[src/rtl/spi_port.sv]
module spi_port #(
  parameter int DIV_W = 4,
  parameter int BITS  = 8
) (
  input  logic             clk,
  input  logic             rst_n,
  input  logic             bus_wr,
  input  logic             bus_rd,
  input  logic [1:0]       bus_addr,
  input  logic [BITS-1:0]  bus_wdata,
  output logic [BITS-1:0]  bus_rdata,
  input  logic             wait_i,
  input  logic             sck_i,
  output logic             sck_o,
  output logic             sck_oe,
  input  logic             mosi_i,
  output logic             mosi_o,
  output logic             mosi_oe,
  input  logic             miso_i,
  output logic             miso_o,
  output logic             miso_oe,
  input  logic             ss_i,
  output logic             ss_o,
  output logic             ss_oe
);
  localparam int CW = $clog2(BITS);
  localparam logic [CW-1:0] LAST = CW'(BITS - 1);

  logic en, mstr, ssoe, lsbf, ss_dir, ss_gpo;
  logic bidir, bidir_oe, stop_wait;
  logic [DIV_W-1:0] baud, div;
  logic [BITS-1:0] sh, rdr;
  logic [CW-1:0] bcnt;
  logic rbit, busy, sck_q, done, modf, modf_arm, sck_d;
  logic [1:0] ss_y, sck_y, mosi_y, miso_y;

  wire ss_s    = ss_y[1];
  wire mst_act = en & mstr;
  wire sel     = en & ~mstr & ~ss_s;
  wire frozen  = stop_wait & wait_i;
  wire tick    = busy & ~frozen & (div == baud);
  wire m_rise  = tick & ~sck_q;
  wire m_fall  = tick & sck_q;
  wire s_rise  = sel & sck_y[1] & ~sck_d;
  wire s_fall  = sel & ~sck_y[1] & sck_d;
  wire rise    = m_rise | s_rise;
  wire fall    = m_fall | s_fall;
  wire din     = mstr ? (bidir ? mosi_i : miso_i) : (bidir ? miso_y[1] : mosi_y[1]);
  wire obit    = lsbf ? sh[0] : sh[BITS-1];
  wire [BITS-1:0] sh_nx = lsbf ? {rbit, sh[BITS-1:1]} : {sh[BITS-2:0], rbit};
  wire mfault  = mst_act & ~ss_dir & ~ssoe & ~ss_s;
  wire wr_ctl  = bus_wr & (bus_addr == 2'd0);
  wire wr_cfg  = bus_wr & (bus_addr == 2'd1);
  wire wr_dat  = bus_wr & (bus_addr == 2'd2);
  wire rd_dat  = bus_rd & (bus_addr == 2'd2);
  wire rd_sta  = bus_rd & (bus_addr == 2'd3);
  wire start   = wr_dat & ~busy & mst_act;

  assign sck_o   = sck_q;
  assign sck_oe  = mst_act;
  assign mosi_o  = mst_act ? obit : 1'b0;
  assign mosi_oe = mst_act & (~bidir | bidir_oe);
  assign miso_o  = obit;
  assign miso_oe = sel & (~bidir | bidir_oe);
  assign ss_oe   = mst_act & ss_dir;
  assign ss_o    = ssoe ? ~busy : ss_gpo;

  always_comb begin
    case (bus_addr)
      2'd0:    bus_rdata = BITS'({ss_gpo, ss_dir, lsbf, ssoe, mstr, en});
      2'd1:    bus_rdata = BITS'({baud, 1'b0, stop_wait, bidir_oe, bidir});
      2'd2:    bus_rdata = rdr;
      default: bus_rdata = BITS'({done, modf, busy, 4'b0000, ss_s});
    endcase
  end

  always_ff @(posedge clk or negedge rst_n) begin
    if (!rst_n) begin
      {en, mstr, ssoe, lsbf, ss_dir, ss_gpo} <= '0;
      {bidir, bidir_oe, stop_wait} <= '0;
      baud <= '0; div <= '0; sh <= '0; rdr <= '0; bcnt <= '0;
      rbit <= 1'b0; busy <= 1'b0; sck_q <= 1'b0; done <= 1'b0;
      modf <= 1'b0; modf_arm <= 1'b0; sck_d <= 1'b0;
      ss_y <= 2'b11; sck_y <= '0; mosi_y <= '0; miso_y <= '0;
    end else begin
      ss_y   <= {ss_y[0], ss_i};
      sck_y  <= {sck_y[0], sck_i};
      mosi_y <= {mosi_y[0], mosi_i};
      miso_y <= {miso_y[0], miso_i};
      sck_d  <= sck_y[1];
      if (wr_ctl) begin
        {ss_gpo, ss_dir, lsbf, ssoe, mstr, en} <= bus_wdata[5:0];
        if (modf_arm) begin
          modf <= 1'b0;
          modf_arm <= 1'b0;
        end
      end
      if (wr_cfg) begin
        baud      <= bus_wdata[7:4];
        stop_wait <= bus_wdata[2];
        bidir_oe  <= bus_wdata[1];
        bidir     <= bus_wdata[0];
      end
      if (rd_sta && modf) modf_arm <= 1'b1;
      if (rd_dat) done <= 1'b0;
      if (wr_dat && !busy) sh <= bus_wdata;
      if (!busy && !sel) bcnt <= '0;
      if (start) begin
        busy  <= 1'b1;
        div   <= '0;
        sck_q <= 1'b0;
        bcnt  <= '0;
      end else if (busy && !frozen) begin
        if (div == baud) begin
          div   <= '0;
          sck_q <= ~sck_q;
        end else begin
          div <= div + 1'b1;
        end
      end
      if (rise) rbit <= din;
      if (fall) begin
        sh   <= sh_nx;
        bcnt <= bcnt + 1'b1;
        if (bcnt == LAST) begin
          done <= 1'b1;
          rdr  <= sh_nx;
          busy <= 1'b0;
        end
      end
      if (busy && !mst_act) begin
        busy  <= 1'b0;
        sck_q <= 1'b0;
      end
      if (mfault) begin
        mstr     <= 1'b0;
        modf     <= 1'b1;
        modf_arm <= 1'b0;
        busy     <= 1'b0;
        sck_q    <= 1'b0;
      end
    end
  end

  a_r8_fault_releases: assert property (@(posedge clk) disable iff (!rst_n)
    $rose(modf) |-> (!sck_oe && !mosi_oe && !ss_oe && !busy));

  a_r4_done_after_eighth: assert property (@(posedge clk) disable iff (!rst_n)
    $rose(done) |-> $past(fall && bcnt == LAST));

  a_r2_sck_idle_low: assert property (@(posedge clk) disable iff (!rst_n)
    !busy |-> !sck_q);

  a_r11_wait_freeze: assert property (@(posedge clk) disable iff (!rst_n)
    $past(frozen && busy && mst_act && !mfault) |-> $stable(sck_q));

  a_r12_shift_hold: assert property (@(posedge clk) disable iff (!rst_n)
    (busy && $past(busy) && !$past(fall)) |-> $stable(sh));
endmodule

[config.mk]
export PLATFORM = sky130hd
export DESIGN_NAME = spi_port
export DESIGN_NICKNAME = d
export VERILOG_FILES = /design/src/rtl/spi_port.sv
export SDC_FILE = /design/constraint.sdc
export NUM_CORES = 1
export LEC_CHECK = 0
export ABC_AREA = 1
export BUFFER_PORTS_ARGS = -buffer_cell sky130_fd_sc_hd__buf_2
export CAP_MARGIN = 40
export CORE_ASPECT_RATIO = 1.1
export CORE_MARGIN = 2
export CORE_UTILIZATION = 29
export CTS_CLUSTER_DIAMETER = 30
export DETAILED_ROUTE_END_ITERATION = 8
export PLACE_DENSITY_LB_ADDON = 0.05
export SLEW_MARGIN = 20
export SYNTH_ARGS = -nofsm -noshare
export SYNTH_HDL_FRONTEND = slang
export SYNTH_SLANG_ARGS = --single-unit
export TNS_END_PERCENT = 10
[constraint.sdc]
create_clock -name clk -period 1.45 [get_ports clk]
set_input_delay 0 -clock clk [delete_from_list [all_inputs] [get_ports clk]]
set_output_delay 0 -clock clk [all_outputs]
set_load 0.05 [all_outputs]
==> impl_metrics.csv <==
group,metric,value,unit
routing,drtIter0Drc,72,
sta,final-setup-viol-count,0,
grt,track_usage,16.9,%
place,detailed_place_hpwl,6.19,mm
sta,totalNegativeSetupSlack,0,ns
clock_tree,tritoncts,"yes",
power_and_ir_drop,power.static_leakage,1.88,nW
sta,final-hold-violation-count,0,
worst_setup_path,worstSetupPathDepth,10,
finish,sequential_cell_area,1280,um^2
worst_setup_path,worst_setup_path_end_kind,"flop",
floorplanning,floorplan.die.height,105,um
worst_setup_path,cp.buffers_inverters,2,
place,dp_cells,505,
finish,finish.net_count,443,
worst_setup_path,cp.arrival,1.65,ns
worst_setup_path,critical_path.max_fanout,7,
yosys,yosysTopAreaCellShare,45.9,%
yosys,synth_area_leader_cell,"sky130_fd_sc_hd__dfrtp_1",
yosys,postSynthCellCount,341,
place,finalWeightedCongestion,0.799,
clock_tree,tritoncts.num_buffers,5,
worst_setup_path,timing.reg2reg.worst_path_depth,10,
clock_tree,clkTransAtPathRegs,0.11,ns
floorplanning,fp.dieArea,10000,um^2
sta,rsz0062_at_grt,"yes",
yosys,synth_most_common_cell,"sky130_fd_sc_hd__nand2_1",
sta,timing.max_slew.rel_slack,74.2,%
yosys,compound_gate_portion_of_the_synthesized_area,8.94,%
finish,area_of_the_multi_input_gates,1270,um^2
yosys,ys_async_sr_fraction,100,%
yosys,post_synth_and_or_nand_nor_area_fraction,33.1,%
yosys,seq_area_frac_synth,47.8,%
sta,timing_worst_slew_pin_value,0.384,ns
finish,post_route_cells_drive_above_1_share,29.9,%
clock_tree,ctsLongestPathBuffers,2,
worst_setup_path,crit_path_cell_trace,"inv_2 > nand2_2 > nand2_2 > nor2_4 > nand4_4 > nand2_8 > buf_4 > nand2_4 > nand2_1 > nand2_1",
floorplanning,initial_core_util,30.0,%
power_and_ir_drop,report.power.total,4.58,mW
yosys,post_synth_main_area_contributors,"sky130_fd_sc_hd__dfrtp_1 (46%), sky130_fd_sc_hd__nand2_1 (17%), sky130_fd_sc_hd__nand3_1 (5.2%), sky130_fd_sc_hd__inv_1 (4.6%), sky130_fd_sc_hd__o21ai_0 (4.3%)",
finish,area.growth.synth_to_final,32.9,%
yosys,synth-seq-cells,51,
yosys,synth_xor_area_share,0.328,%
clock_tree,clock_sinks,51,
yosys,synth_area_per_cell,7.84,um^2
yosys,synth-main-ff-cell,"sky130_fd_sc_hd__dfrtp_1",
clock_tree,maximum_level_of_the_cts_h_tree,2,
routing,drt_drc_violations_left,0,
worst_setup_path,cp_max_delay_cell,"sky130_fd_sc_hd__dfrtp_1",
finish,final_util,39.9,%
grt,grt_start_max_net_pins,25,
routing,dr_total_vias,2463,
yosys,synth_edf_count,0,
job,timing.max_cap.violations,0,
routing,routed_wl,8.04,mm
worst_setup_path,rrSetupSlack,0.02,ns
floorplanning,row_count,36,
routing,vias_per_cell,4.60,
worst_setup_path,critPathLaunchType,"flop",
grt,via_count_of_the_first_global_routing_pass,2365,
sta,finalClockSkew,0.0105,ns
grt,grt_overflow_total,0,
routing,dr_pass1_iterations,4,
finish,finalNonFillerCells,536,
yosys,yosys-top-cells-count,"sky130_fd_sc_hd__nand2_1 (121), sky130_fd_sc_hd__dfrtp_1 (49), sky130_fd_sc_hd__inv_1 (33)",
place,io_buffer_count,34,
power_and_ir_drop,max-vdd-ir-drop,0.475,mV
finish,number_of_fill_cells_in_the_layout,966,
sta,final_period_minus_worst_setup_slack,1.43,ns
hold_path,worstHoldPathType,"input pin to flop",
outcome,status,"complete, no violations",
power_and_ir_drop,power_density,1290,nW/um^2
floorplanning,core_area,8920,um^2
routing,wl_per_cell,15.0,um
worst_setup_path,max_stage_delay,0.42,ns
finish,antenna_cells_inserted,0,
hold_path,hold_path_depth,3,
grt,grt_first_pass_wirelength,12.9,mm
sta,final.period_utilization,98.8,%
sta,max_freq,0.698,GHz
routing,detail-route-antenna-nets,0,
yosys,synth.cell_area,2670,um^2
sta,timing.final.max_slew_violations,0,
floorplanning,die_width,95.6,um
worst_setup_path,worstPathRequired,1.67,ns
yosys,main_combinational_cell_family_by_area_after_synthesis,"simple AND/OR/NAND/NOR gates",
yosys,yosysWarningCount,0,
yosys,synth_mux_area_share,0,%
clock_tree,clkLatencyLatePin,0.32,ns
worst_setup_path,timing.critical_path.max_delay_family,"simple AND/OR/NAND/NOR gates",
grt,antenna_found_initial,0,
yosys,synth_fa_ha_area_share,1.40,%
worst_setup_path,critPathKind,"flop to flop",
clock_tree,clk_root_buffer_cell,"sky130_fd_sc_hd__clkbuf_8",
yosys,synth_cell_type_count,27,
floorplanning,io_pins,35,
yosys,postSynthNetCount,363,
[path summary, 6_finish.rpt]
path | endpoint | from
min in group asynchronous | div[3] | rst_n
worst min register to register | sck_y[1] | sck_y[0]
max in group asynchronous | ss_y[1] | rst_n
worst max-delay path | rdr[3] | baud[3]
worst min-delay path | baud[3] | bus_wdata[7]
worst max register to register | rdr[3] | baud[3]
[kinds of logic after synthesis]
logic type,Yosys count
flip-flops,51
buffers and inverters,51
adder cells (fa/ha/maj),3
XOR/XNOR,1
AO/OA/AOI/OAI,42
AND/OR/NAND/NOR,193
[flip-flops by register name, indices dropped and copies added, names as in the netlist, 2 cells and up]
name / flops
baud: 4
bcnt: 3
div: 4
miso_y: 2
mosi_y: 2
rdr: 8
sck_y: 2
sh: 8
ss_y: 2
[layout by cell type, fill, tap and decap left out]
master,Yosys,routed
sky130_fd_sc_hd__buf_4,2,34
sky130_fd_sc_hd__buf_2,3,29
sky130_fd_sc_hd__dfstp_2,2,2
sky130_fd_sc_hd__nand2_4,2,4
sky130_fd_sc_hd__nand3_1,28,27
sky130_fd_sc_hd__nand3_2,0,1
sky130_fd_sc_hd__dfrtp_2,0,1
sky130_fd_sc_hd__o2111ai_1,2,1
sky130_fd_sc_hd__ha_1,3,2
sky130_fd_sc_hd__nor2_4,4,4
sky130_fd_sc_hd__xor2_1,1,1
sky130_fd_sc_hd__ha_2,0,1
sky130_fd_sc_hd__clkbuf_4,0,1
sky130_fd_sc_hd__a21oi_4,1,1
sky130_fd_sc_hd__nand4_1,13,13
sky130_fd_sc_hd__buf_12,0,2
sky130_fd_sc_hd__clkinv_2,0,1
sky130_fd_sc_hd__nand2_8,0,2
sky130_fd_sc_hd__nor2_1,12,12
sky130_fd_sc_hd__a21oi_2,0,1
sky130_fd_sc_hd__o21ai_1,0,1
sky130_fd_sc_hd__buf_6,3,4
sky130_fd_sc_hd__or2_2,8,8
sky130_fd_sc_hd__dlygate4sd3_1,0,13
sky130_fd_sc_hd__clkinv_1,1,1
sky130_fd_sc_hd__nand4_4,1,1
sky130_fd_sc_hd__nand2_2,4,12
sky130_fd_sc_hd__clkinvlp_4,0,2
sky130_fd_sc_hd__o2111ai_4,0,1
sky130_fd_sc_hd__inv_2,6,9
sky130_fd_sc_hd__o22ai_1,2,2
sky130_fd_sc_hd__dfrtp_1,49,48
sky130_fd_sc_hd__inv_1,33,30
sky130_fd_sc_hd__o211ai_1,3,3
sky130_fd_sc_hd__nand2_1,121,110
sky130_fd_sc_hd__a21oi_1,11,10
sky130_fd_sc_hd__clkbuf_8,0,5
sky130_fd_sc_hd__o21ai_0,23,22
[routing by layer]
layer | up-vias | wire (um) | part of all wire [%] | track usage [%]
li1 | 1259 | - | - | -
met1 | 1161 | 4030 | 50 | 25.9
met2 | 38 | 3650 | 45 | 25.0
met3 | 5 | 304 | 3.8 | 2.67
met4 | 0 | 63 | 0.78 | 3.67
met5 | - | 0 | 0 | 0
[report_power, final]
part	internal [mW]	switching, mW	total [mW]	leakage, nW
registers	1.70	0.234	1.93	0.636
logic	0.674	1.10	1.78	1.21
clock network	0.337	0.529	0.867	0.0402
[cell type report]
type                            count  area share [%]
Clock buffer                        5            1.94
Multi-Input combinational cell    240            35.7
Tap cell                          114            4.01
Clock inverter                      3           0.563
Inverter                           40            4.22
Sequential cell                    51            36.0
Timing Repair Buffer               83            17.5
[worst reg2reg max path: cells and delay by family, from the launching register on]
kind	cells	cell delay [ns]
buf+inv	2	0.19
flops	1	0.42
simple gates	8	0.72
[per-stage QoR]
step | worst slack, ns | area [um^2] | hold WS (ns)
floorplan | -0.0678 | 2670 | -0.296
global placement | -0.0212 | 3130 | -0.0700
detailed placement | -0.0286 | 3130 | -0.0755
CTS | -0.0459 | 3380 | 0.0185
global route | -0.0935 | 3550 | 0.0428
finish | 0.0181 | 3550 | 0.0202
[repair_timing]
action                                  in CTS  in global routing
pin swaps                                    1                  6
endpoints found under the setup margin      18                 28
hold buffers                                13                  0
gates resized for setup                      8                 26
buffers inserted                             0                  9
cloned                                       0                  1
endpoints found under the hold margin       67                  0
No activity file was read; power rests on OpenSTA's default activity.
